`src/rtl/mesi_pkg.sv`:
```
package mesi_pkg;

   // line coherence state; values are internal
   typedef enum logic [1:0] {
      LS_I = 2'd0,
      LS_S = 2'd1,
      LS_E = 2'd2,
      LS_M = 2'd3
   } line_st_e;

   // bus command codes seen at the ports
   localparam logic [2:0] BC_NONE = 3'd0;
   localparam logic [2:0] BC_RD   = 3'd1;
   localparam logic [2:0] BC_RDX  = 3'd2;
   localparam logic [2:0] BC_UPGR = 3'd3;
   localparam logic [2:0] BC_WB   = 3'd4;

   // processor-side sequencer
   typedef enum logic [1:0] {
      RQ_IDLE = 2'd0,
      RQ_WB   = 2'd1,
      RQ_FILL = 2'd2
   } req_st_e;

endpackage

```
`src/rtl/mesi_line_store.sv`:
```
module mesi_line_store
   import mesi_pkg::*;
#(
   parameter int IDX_W = 3,
   parameter int TAG_W = 9
) (
   input  logic             clk,
   input  logic             rst_n,
   input  logic [IDX_W-1:0] a_idx,
   output logic [TAG_W-1:0] a_tag,
   output line_st_e         a_st,
   input  logic [IDX_W-1:0] b_idx,
   output logic [TAG_W-1:0] b_tag,
   output line_st_e         b_st,
   input  logic             we,
   input  logic [IDX_W-1:0] w_idx,
   input  logic [TAG_W-1:0] w_tag,
   input  line_st_e         w_st
);

   localparam int LINES = 1 << IDX_W;

   logic [TAG_W-1:0] tag_vec [LINES];
   line_st_e         st_vec  [LINES];

   for (genvar g = 0; g < LINES; g++) begin : g_line
      logic [TAG_W-1:0] tag_q;
      line_st_e         st_q;
      logic             sel;

      assign sel = we && (w_idx == IDX_W'(g));

      always_ff @(posedge clk) begin
         if (!rst_n) begin
            tag_q <= '0;
            st_q  <= LS_I;
         end else if (sel) begin
            tag_q <= w_tag;
            st_q  <= w_st;
         end
      end

      assign tag_vec[g] = tag_q;
      assign st_vec[g]  = st_q;
   end

   assign a_tag = tag_vec[a_idx];
   assign a_st  = st_vec[a_idx];
   assign b_tag = tag_vec[b_idx];
   assign b_st  = st_vec[b_idx];

endmodule

```
`src/rtl/mesi_snoop_resp.sv`:
```
module mesi_snoop_resp
   import mesi_pkg::*;
(
   input  logic       snp_valid,
   input  logic [2:0] snp_cmd,
   input  logic       hit,
   input  line_st_e   cur_st,
   output logic       upd,
   output line_st_e   nxt_st,
   output logic       shared,
   output logic       flush
);

   always_comb begin
      upd    = 1'b0;
      nxt_st = cur_st;
      shared = 1'b0;
      flush  = 1'b0;
      if (snp_valid && hit) begin
         unique case (snp_cmd)
            BC_RD: begin
               shared = 1'b1;
               flush  = (cur_st == LS_M);
               upd    = (cur_st != LS_S);
               nxt_st = LS_S;
            end
            BC_RDX, BC_UPGR: begin
               shared = 1'b1;
               flush  = (cur_st == LS_M);
               upd    = 1'b1;
               nxt_st = LS_I;
            end
            default: ;
         endcase
      end
   end

endmodule

```
`src/rtl/mesi_req_fsm.sv`:
```
module mesi_req_fsm
   import mesi_pkg::*;
#(
   parameter int ADDR_W = 12,
   parameter int IDX_W  = 3
) (
   input  logic              clk,
   input  logic              rst_n,
   input  logic              cpu_valid,
   input  logic              cpu_write,
   input  logic [ADDR_W-1:0] cpu_addr,
   output logic              cpu_done,
   input  logic              snp_valid,
   input  logic              bus_gnt,
   input  logic              bus_shared_in,
   output logic              bus_req,
   output logic [2:0]        bus_cmd,
   output logic [ADDR_W-1:0] bus_addr,
   input  logic              cur_hit,
   input  logic [ADDR_W-IDX_W-1:0] cur_tag,
   input  line_st_e          cur_st,
   output logic              own_we,
   output logic [ADDR_W-IDX_W-1:0] own_tag,
   output line_st_e          own_st,
   output logic              idle
);

   localparam int TAG_W = ADDR_W - IDX_W;

   req_st_e          st_q, st_d;
   logic [TAG_W-1:0] req_tag;
   logic [IDX_W-1:0] req_idx;
   logic             granted;

   assign req_tag = cpu_addr[ADDR_W-1:IDX_W];
   assign req_idx = cpu_addr[IDX_W-1:0];
   assign granted = bus_gnt && !snp_valid;
   assign idle    = (st_q == RQ_IDLE);

   always_ff @(posedge clk) begin
      if (!rst_n) st_q <= RQ_IDLE;
      else        st_q <= st_d;
   end

   always_comb begin
      st_d     = st_q;
      cpu_done = 1'b0;
      bus_req  = 1'b0;
      bus_cmd  = BC_NONE;
      bus_addr = cpu_addr;
      own_we   = 1'b0;
      own_tag  = cur_tag;
      own_st   = cur_st;
      unique case (st_q)
         RQ_IDLE: begin
            if (cpu_valid && !snp_valid) begin
               if (cur_hit) begin
                  if (!cpu_write || cur_st == LS_M) begin
                     cpu_done = 1'b1;
                  end else if (cur_st == LS_E) begin
                     cpu_done = 1'b1;
                     own_we   = 1'b1;
                     own_st   = LS_M;
                  end else begin
                     st_d = RQ_FILL;
                  end
               end else if (cur_st == LS_M) begin
                  st_d = RQ_WB;
               end else begin
                  st_d = RQ_FILL;
               end
            end
         end
         RQ_WB: begin
            if (cur_st != LS_M) begin
               // a snoop already took the dirty block
               st_d = RQ_FILL;
            end else begin
               bus_req  = 1'b1;
               bus_cmd  = BC_WB;
               bus_addr = {cur_tag, req_idx};
               if (granted) begin
                  own_we = 1'b1;
                  own_st = LS_I;
                  st_d   = RQ_FILL;
               end
            end
         end
         RQ_FILL: begin
            bus_req = 1'b1;
            if (!cpu_write)                          bus_cmd = BC_RD;
            else if (cur_hit && cur_st == LS_S)      bus_cmd = BC_UPGR;
            else                                     bus_cmd = BC_RDX;
            if (granted) begin
               own_we   = 1'b1;
               own_tag  = req_tag;
               own_st   = cpu_write ? LS_M : (bus_shared_in ? LS_S : LS_E);
               cpu_done = 1'b1;
               st_d     = RQ_IDLE;
            end
         end
         default: st_d = RQ_IDLE;
      endcase
   end

endmodule

```
`src/rtl/mesi_line_ctrl.sv`:
```
module mesi_line_ctrl
   import mesi_pkg::*;
#(
   parameter int ADDR_W = 12,
   parameter int IDX_W  = 3
) (
   input  logic              clk,
   input  logic              rst_n,
   input  logic              cpu_valid,
   input  logic              cpu_write,
   input  logic [ADDR_W-1:0] cpu_addr,
   output logic              cpu_done,
   output logic              bus_req,
   output logic [2:0]        bus_cmd,
   output logic [ADDR_W-1:0] bus_addr,
   input  logic              bus_gnt,
   input  logic              bus_shared_in,
   input  logic              snp_valid,
   input  logic [2:0]        snp_cmd,
   input  logic [ADDR_W-1:0] snp_addr,
   output logic              snp_shared,
   output logic              snp_flush
);

   localparam int TAG_W = ADDR_W - IDX_W;

   if (IDX_W < 1 || IDX_W > 10) begin : g_bad_idx
      $error("mesi_line_ctrl: IDX_W out of range");
   end
   if (TAG_W < 1) begin : g_bad_tag
      $error("mesi_line_ctrl: ADDR_W must exceed IDX_W");
   end

   logic [IDX_W-1:0] cpu_idx, snp_idx;
   logic [TAG_W-1:0] cpu_tag_rd, snp_tag_rd;
   line_st_e         cpu_st, snp_st;
   logic             cpu_hit, snp_hit;

   logic             own_we;
   logic [TAG_W-1:0] own_tag;
   line_st_e         own_st;
   logic             snp_upd;
   line_st_e         snp_nxt;
   logic             fsm_idle;

   logic             wr_en;
   logic [IDX_W-1:0] wr_idx;
   logic [TAG_W-1:0] wr_tag;
   line_st_e         wr_st;

   assign cpu_idx = cpu_addr[IDX_W-1:0];
   assign snp_idx = snp_addr[IDX_W-1:0];
   assign cpu_hit = (cpu_st != LS_I) && (cpu_tag_rd == cpu_addr[ADDR_W-1:IDX_W]);
   assign snp_hit = (snp_st != LS_I) && (snp_tag_rd == snp_addr[ADDR_W-1:IDX_W]);

   mesi_line_store #(.IDX_W(IDX_W), .TAG_W(TAG_W)) u_store (
      .clk   (clk),
      .rst_n (rst_n),
      .a_idx (cpu_idx),
      .a_tag (cpu_tag_rd),
      .a_st  (cpu_st),
      .b_idx (snp_idx),
      .b_tag (snp_tag_rd),
      .b_st  (snp_st),
      .we    (wr_en),
      .w_idx (wr_idx),
      .w_tag (wr_tag),
      .w_st  (wr_st)
   );

   mesi_snoop_resp u_snoop (
      .snp_valid (snp_valid),
      .snp_cmd   (snp_cmd),
      .hit       (snp_hit),
      .cur_st    (snp_st),
      .upd       (snp_upd),
      .nxt_st    (snp_nxt),
      .shared    (snp_shared),
      .flush     (snp_flush)
   );

   mesi_req_fsm #(.ADDR_W(ADDR_W), .IDX_W(IDX_W)) u_fsm (
      .clk           (clk),
      .rst_n         (rst_n),
      .cpu_valid     (cpu_valid),
      .cpu_write     (cpu_write),
      .cpu_addr      (cpu_addr),
      .cpu_done      (cpu_done),
      .snp_valid     (snp_valid),
      .bus_gnt       (bus_gnt),
      .bus_shared_in (bus_shared_in),
      .bus_req       (bus_req),
      .bus_cmd       (bus_cmd),
      .bus_addr      (bus_addr),
      .cur_hit       (cpu_hit),
      .cur_tag       (cpu_tag_rd),
      .cur_st        (cpu_st),
      .own_we        (own_we),
      .own_tag       (own_tag),
      .own_st        (own_st),
      .idle          (fsm_idle)
   );

   // snoop updates win; own updates are already held off while a snoop is present
   always_comb begin
      if (snp_upd) begin
         wr_en  = 1'b1;
         wr_idx = snp_idx;
         wr_tag = snp_tag_rd;
         wr_st  = snp_nxt;
      end else begin
         wr_en  = own_we;
         wr_idx = cpu_idx;
         wr_tag = own_tag;
         wr_st  = own_st;
      end
   end

endmodule

```
`config.mk`:
```
export PLATFORM = sky130hd
export DESIGN_NAME = mesi_line_ctrl
export DESIGN_NICKNAME = d
export VERILOG_FILES = /design/src/rtl/mesi_pkg.sv /design/src/rtl/mesi_line_store.sv /design/src/rtl/mesi_snoop_resp.sv /design/src/rtl/mesi_req_fsm.sv /design/src/rtl/mesi_line_ctrl.sv
export SDC_FILE = /design/constraint.sdc
export NUM_CORES = 1
export LEC_CHECK = 0
export BUFFER_PORTS_ARGS = -buffer_cell sky130_fd_sc_hd__buf_4
export CORE_MARGIN = 2
export CORE_UTILIZATION = 32
export DETAILED_ROUTE_END_ITERATION = 10
export GPL_TIMING_DRIVEN = 1
export HOLD_SLACK_MARGIN = 0.1
export MAX_ROUTING_LAYER = met4
export SYNTH_ARGS = -nofsm -noshare
export SYNTH_HDL_FRONTEND = slang
export SYNTH_SLANG_ARGS = --single-unit
```
`constraint.sdc`:
```
create_clock -name clk -period 3.66 [get_ports clk]
set_input_delay 0.183 -clock clk [delete_from_list [all_inputs] [get_ports clk]]
set_output_delay 0.183 -clock clk [all_outputs]
set_load 0.05 [all_outputs]
```
==> results.ini, run 1 <==
[timing]
finalClockSkew_ps=8.14
setup_tns_ps=0
slew_violations=0
worstMarginPinSlew_ps=684
setup_violations=0
period_needed_ps=3260
fin_crit_sh_pct=89.2
relSlewSlack_pct=54.4
timing.fmax_mhz=306
rsz0062_at_grt=false
hold_viol=0

[cells_and_area]
layoutNonFillerInstCount=889
diodes=0
multi_input_area_um2=3870
num-fill-cells=1785
seqCellArea_um2=1800
drive_gt1_share_pct=26.2
fin_nets=693
post-route-util_pct=38.3
synthToLayoutAreaGrowth_pct=16.5
design_area_um2=6920

[floorplan]
io_pins=53
num_rows=49
core_um2=18100
die_x_um=140
initial_core_util_pct=32.8
die_h_um=140
dieArea_um2=19700

[drt]
dr.pass1.iters=4
top_layer=met4
drtAntennaViolNets=0
dr.first_iter.drc_count=466
wl_met2_um=7540
met1_length_um=7960
route.detailed.drc=0
routed_wl_um=17000
route.met3.wl_um=1080
routedWlPerCell_um=19.1
dr_total_vias=4844
viasPerCell=5.45

[grt]
grt_usage_pct=18.4
overflow=0
antenna_found_initial=0
grt_pass1_wl_um=27200
grt_pass1_vias=4805
grt_max_degree=65

[placed_design]
dpl_cell_area_um2=6570
dp.cells=873
post-dp-hpwl_um=12200
place_congestion=0.879
numPortBuffers=52

[yosys]
synth_flop_cell=dfxtp_1
synth-seq-cells=90
syn-instance-count=611
synth-edff-count=0
synth_cell_types=55
synth-seq-area-share_pct=30.3
synth_nets=649
ys_warn_count=0
syn_area_um2=5940
async_flop_share_pct=0
syn_area_per_cell_um2=9.72

[worst_setup_path]
r2r_cells=10
cp.arrival_ps=3080
crit_path_end_kind=output port
crit_type=reg2out
rr_startpoint=u_store.g_line[4].tag_q[3]
critPathRequiredTime_ps=3480
start_kind=register
reg2reg_setup_slack_ps=690
crit_path_start=u_store.g_line[6].tag_q[2]
crit_path_max_fanout=3
timing.rr.end=u_store.g_line[7].tag_q[6]
endpoint=snp_flush

[clock_network]
clkSlewWorstSetupHoldPaths_ps=70
cts_inserted_buffers=9
postCtsSetupRepairBufs=0
ctsResizeCount=0
cts_max_level=3
ctsHoldBuffers=0
cts_buffer_depth=2
clock-sinks=90
cts-root-buf=clkbuf_16
worstSkewPairLatency_ps=360
cts_tree=built

[pwr]
total_power_mw=2.41
cellPowerDensity_nw_per_um2=348
leakage_nw=3.17
ir_worst_vdd_v=0.000217

[flow_run]
maxCapViolations=0

[run_status]
status=finished, final reports clean

[worst_hold_path]
min_path_type=in2reg

[per-stage QoR]
| stage | hold WS, ps | setup WS, ps |
|---|---|---|
| 6_report | 392 | 395 |
| 5_1_grt | 417 | 303 |
| 4_1_cts | 383 | 396 |
| 3_5_place_dp | 464 | 464 |
| 3_3_place_gp | 456 | 509 |
| 2_1_floorplan | 445 | 240 |
[layer usage]
| layer | global-route usage (%) | up-vias |
|---|---|---|
| li1 | - | 2305 |
| met2 | 27.6 | 163 |
| met4 | 6.80 | 0 |
| met1 | 24.8 | 2348 |
| met3 | 3.45 | 28 |
| met5 | - | - |
[cells in the final DEF (no fill, tap or decap), types with 6 or more instances in the layout]
cell,n
a21oi_1,10
nor3_1,7
nor2_1,16
a22oi_1,6
mux2_2,10
buf_4,77
clkbuf_16,9
dfxtp_1,90
nand3_1,9
o21ai_0,26
xnor2_1,11
nand2_2,10
mux2i_1,127
mux4_2,34
nand2_1,122
inv_1,9
[worst min-delay path by stage]
| stage | endpoint | slack, ps | cells after the start | from |
|---|---|---|---|---|
| after floorplan | u_store.g_line[3].tag_q[1] | 440 | 2 | u_store.g_line[3].tag_q[1] |
| after global placement | u_store.g_line[7].tag_q[2] | 460 | 2 | u_store.g_line[7].tag_q[2] |
| after detailed placement | u_store.g_line[7].tag_q[1] | 460 | 2 | u_store.g_line[7].tag_q[1] |
| after CTS | u_store.g_line[0].st_q[0] | 380 | 5 | snp_cmd[1] |
| after global routing | u_store.g_line[1].st_q[0] | 420 | 5 | snp_cmd[1] |
| final | u_store.g_line[5].st_q[0] | 390 | 5 | snp_cmd[1] |
[worst max-delay path, stage by stage, from the launching register on]
cell and delay, ps:
dfxtp_1 330, mux4_2 460, mux2i_1 360, xnor2_1 170, nor4_4 350, nand3_1 170, a2111oi_4 390, nor3b_2 260
buf_4 230
[layout make-up]
type	count	share of cell area [%]
tap	229	4.14
inverter	9	0.488
timing repair buffer	77	8.35
clock buffer	9	3.25
sequential	90	26.0
clock inverter	7	1.81
multi-input combinational	468	55.9
[kinds of logic after synthesis]
family	synth area share, %
and+or+nand+nor	15.6
muxes	36.8
DFF	30.3
AOI/OAI and AO/OA	9.27
buffers and inverters	5.16
xor gates and xnor gates	1.92
adders and majority gates	0.843
[synth_stat cells, drive strengths merged (2+ instances only)]
| library cell | count | share of area (%) |
|---|---|---|
| and3 | 2 | 0.21 |
| a22oi | 11 | 1.8 |
| clkbuf | 12 | 0.76 |
| a22o | 2 | 0.29 |
| buf | 32 | 3.8 |
| mux2 | 11 | 2.1 |
| mux2i | 129 | 22 |
| nand3 | 9 | 0.76 |
| a21oi | 15 | 1.3 |
| a2111oi | 3 | 0.65 |
| o311ai | 2 | 0.42 |
| nor2 | 17 | 1.2 |
| or2 | 2 | 0.21 |
| dfxtp | 90 | 30 |
| ha | 4 | 0.84 |
| nor3b | 4 | 0.67 |
| o21a | 3 | 0.38 |
| inv | 9 | 0.57 |
| nand2 | 132 | 8.8 |
| nor4 | 6 | 0.88 |
| nor3 | 8 | 0.76 |
| nand4 | 4 | 0.67 |
| o21ai | 26 | 2.2 |
| o22ai | 5 | 0.53 |
| nand2b | 5 | 0.53 |
| xor2 | 2 | 0.29 |
| o31ai | 2 | 0.25 |
| xnor2 | 11 | 1.6 |
| nor2b | 4 | 0.42 |
| a211oi | 3 | 0.38 |
| o211ai | 3 | 0.46 |
| mux4 | 34 | 13 |
| or3 | 3 | 0.32 |
[flip-flops by register name (all words and copies together), names as in the netlist]
name                  count
u_fsm.st_q                2
u_store.g_line.st_q      16
u_store.g_line.tag_q     72
[power breakdown]
part | internal [mW] | switching, mW | leakage (nW) | total (mW)
combinational | 0.121 | 0.210 | 2.28 | 0.331
sequential | 0.982 | 0.00266 | 0.725 | 0.985
clock | 0.674 | 0.418 | 0.171 | 1.09
total | 1.78 | 0.631 | 3.17 | 2.41
(Power assumes the default switching activity.)
==> run 2, diff against run 1 <==
--- a/config.mk
+++ b/config.mk
@@ -12,6 +12,7 @@
 export GPL_TIMING_DRIVEN = 1
 export HOLD_SLACK_MARGIN = 0.1
 export MAX_ROUTING_LAYER = met4
+export PLACE_DENSITY_LB_ADDON = 0.1
 export SYNTH_ARGS = -nofsm -noshare
 export SYNTH_HDL_FRONTEND = slang
 export SYNTH_SLANG_ARGS = --single-unit
==> results.ini, run 2 (synthesized netlist as in run 1, its figures left out) <==
[run_status]
status=finished, final reports clean

[worst_hold_path]
min_path_type=in2reg
hold_depth=3

[placed_design]
place_congestion=0.832
dpl_cell_area_um2=6600
post-dp-hpwl_um=13300
numPortBuffers=52

[worst_setup_path]
cp_cell_sequence=mux4_2 -> mux2i_2 -> xnor2_1 -> nor4_4 -> nand3_1 -> a2111oi_4 -> nor3b_2 -> buf_4
critPathRequiredTime_ps=3480
crit_path_top_delay_cell=mux4_2
cp.arrival_ps=3060
start_kind=register
crit_type=reg2out
max_stage_delay_ps=490
crit_path_end_kind=output port
crit_path_max_fanout=3
r2r_cells=9

[pwr]
switching_share_pct=27.8
p_seq_share_pct=43.4
intPower_mw=1.64
ir_worst_vdd_v=0.000209
comb_power_share_pct=14.7
power_frac_clock_pct=41.9
total_power_mw=2.27
cellPowerDensity_nw_per_um2=328
p_switching_uw=631
leakage_nw=3.15

[floorplan]
dieArea_um2=19700
num_rows=49
initial_core_util_pct=32.8
io_pins=53
die_x_um=140
die_h_um=140
core_um2=18100

[timing]
worstMarginPinSlew_ps=783
period_needed_ps=3240
setup_tns_ps=0
slew_violations=0
hold_viol=0
fin_crit_sh_pct=88.5
finalClockSkew_ps=10.4
setup_violations=0
relSlewSlack_pct=47.7
rsz0062_at_grt=false
timing.fmax_mhz=309

[drt]
dr.pass1.iters=4
dr.first_iter.drc_count=319
dr_total_vias=4846
viasPerCell=5.43
routed_wl_um=18500
drtAntennaViolNets=0
route.detailed.drc=0
routedWlPerCell_um=20.7

[grt]
overflow=0
grt_pass1_vias=4799
grt_max_degree=57
grt_usage_pct=19.9
antenna_found_initial=0
grt_pass1_wl_um=29000

[flow_run]
maxCapViolations=0

[cells_and_area]
multi_input_area_um2=3870
final_common_cell=mux2i_1
design_area_um2=6900
diodes=0
reg_top3=u_store.g_line.tag_q x72, u_store.g_line.st_q x16, u_fsm.st_q x2
drive_gt1_share_pct=26.7
seqCellArea_um2=1800
synthToLayoutAreaGrowth_pct=16.2
final_cell_mix=127 x mux2i_1, 122 x nand2_1, 90 x dfxtp_1
num-fill-cells=1798
fin_nets=697
largest-register=u_store.g_line.tag_q
largest_register_ffs=72

[clock_network]
postCtsSetupRepairBufs=0
cts_inserted_buffers=9
ctsResizeCount=0
cts_buffer_depth=2
ctsHoldBuffers=0
worstSkewPairLatency_ps=340
clkSlewWorstSetupHoldPaths_ps=70
clock-sinks=90
cts-root-buf=clkbuf_16
cts_max_level=3
cts_tree=built

[run 2: final timing paths]
kind / to / slack [ps] / startpoint
worst max register to register: u_store.g_line[5].tag_q[1] / 620 / u_store.g_line[7].st_q[1]
worst min register to register: u_store.g_line[6].tag_q[2] / 480 / u_store.g_line[6].tag_q[2]
worst min-delay path: u_store.g_line[4].tag_q[1] / 380 / rst_n
worst max-delay path: snp_flush / 420 / u_store.g_line[3].tag_q[1]
[run 2: worst max-delay path, delay by kind of cell, from the launching register on]
family                 cells  cell delay, ps
buffers and inverters      1             220
multiplexers               2             730
AND/OR/NAND/NOR            3             830
XOR/XNOR                   1             150
AO/OA/AOI/OAI              1             440
flip-flops                 1             340
[run 2: area by class of cell]
type / count / area share, %
Timing Repair Buffer: 81 / 8.81
Clock buffer: 9 / 3.26
Clock inverter: 7 / 1.12
Tap cell: 229 / 4.15
Inverter: 9 / 0.489
Sequential cell: 90 / 26.1
Multi-Input combinational cell: 468 / 56.1
[run 2: metrics by stage]
step | std cells | setup slack [ps] | hold slack (ps) | utilization (%)
2_1_floorplan | 611 | 240 | 445 | -
3_3_place_gp | 877 | 444 | 457 | 36.5
3_5_place_dp | 877 | 361 | 464 | 36.5
4_1_cts | 893 | 432 | 393 | 38.2
5_1_grt | 893 | 325 | 414 | 38.2
6_report | 893 | 421 | 379 | 38.2
[run 2: power by group through the flow]
stage | Sequential (mW) | Combinational (mW) | Clock [mW]
2_1_floorplan | 1.01 | 0.229 | 0
3_3_place_gp | 1.01 | 0.333 | 0
3_5_place_dp | 1.01 | 0.334 | 0
4_1_cts | 0.985 | 0.336 | 0.977
5_1_grt | 0.985 | 0.360 | 1.02
6_report | 0.985 | 0.333 | 0.949
[run 2: routing by layer]
layer	track usage [%]	share of wire, %	vias up
met5	-	0	-
met4	5.42	1.4	0
met3	2.53	3.3	18
met2	31.8	48	116
met1	26.7	47	2401
li1	-	-	2311
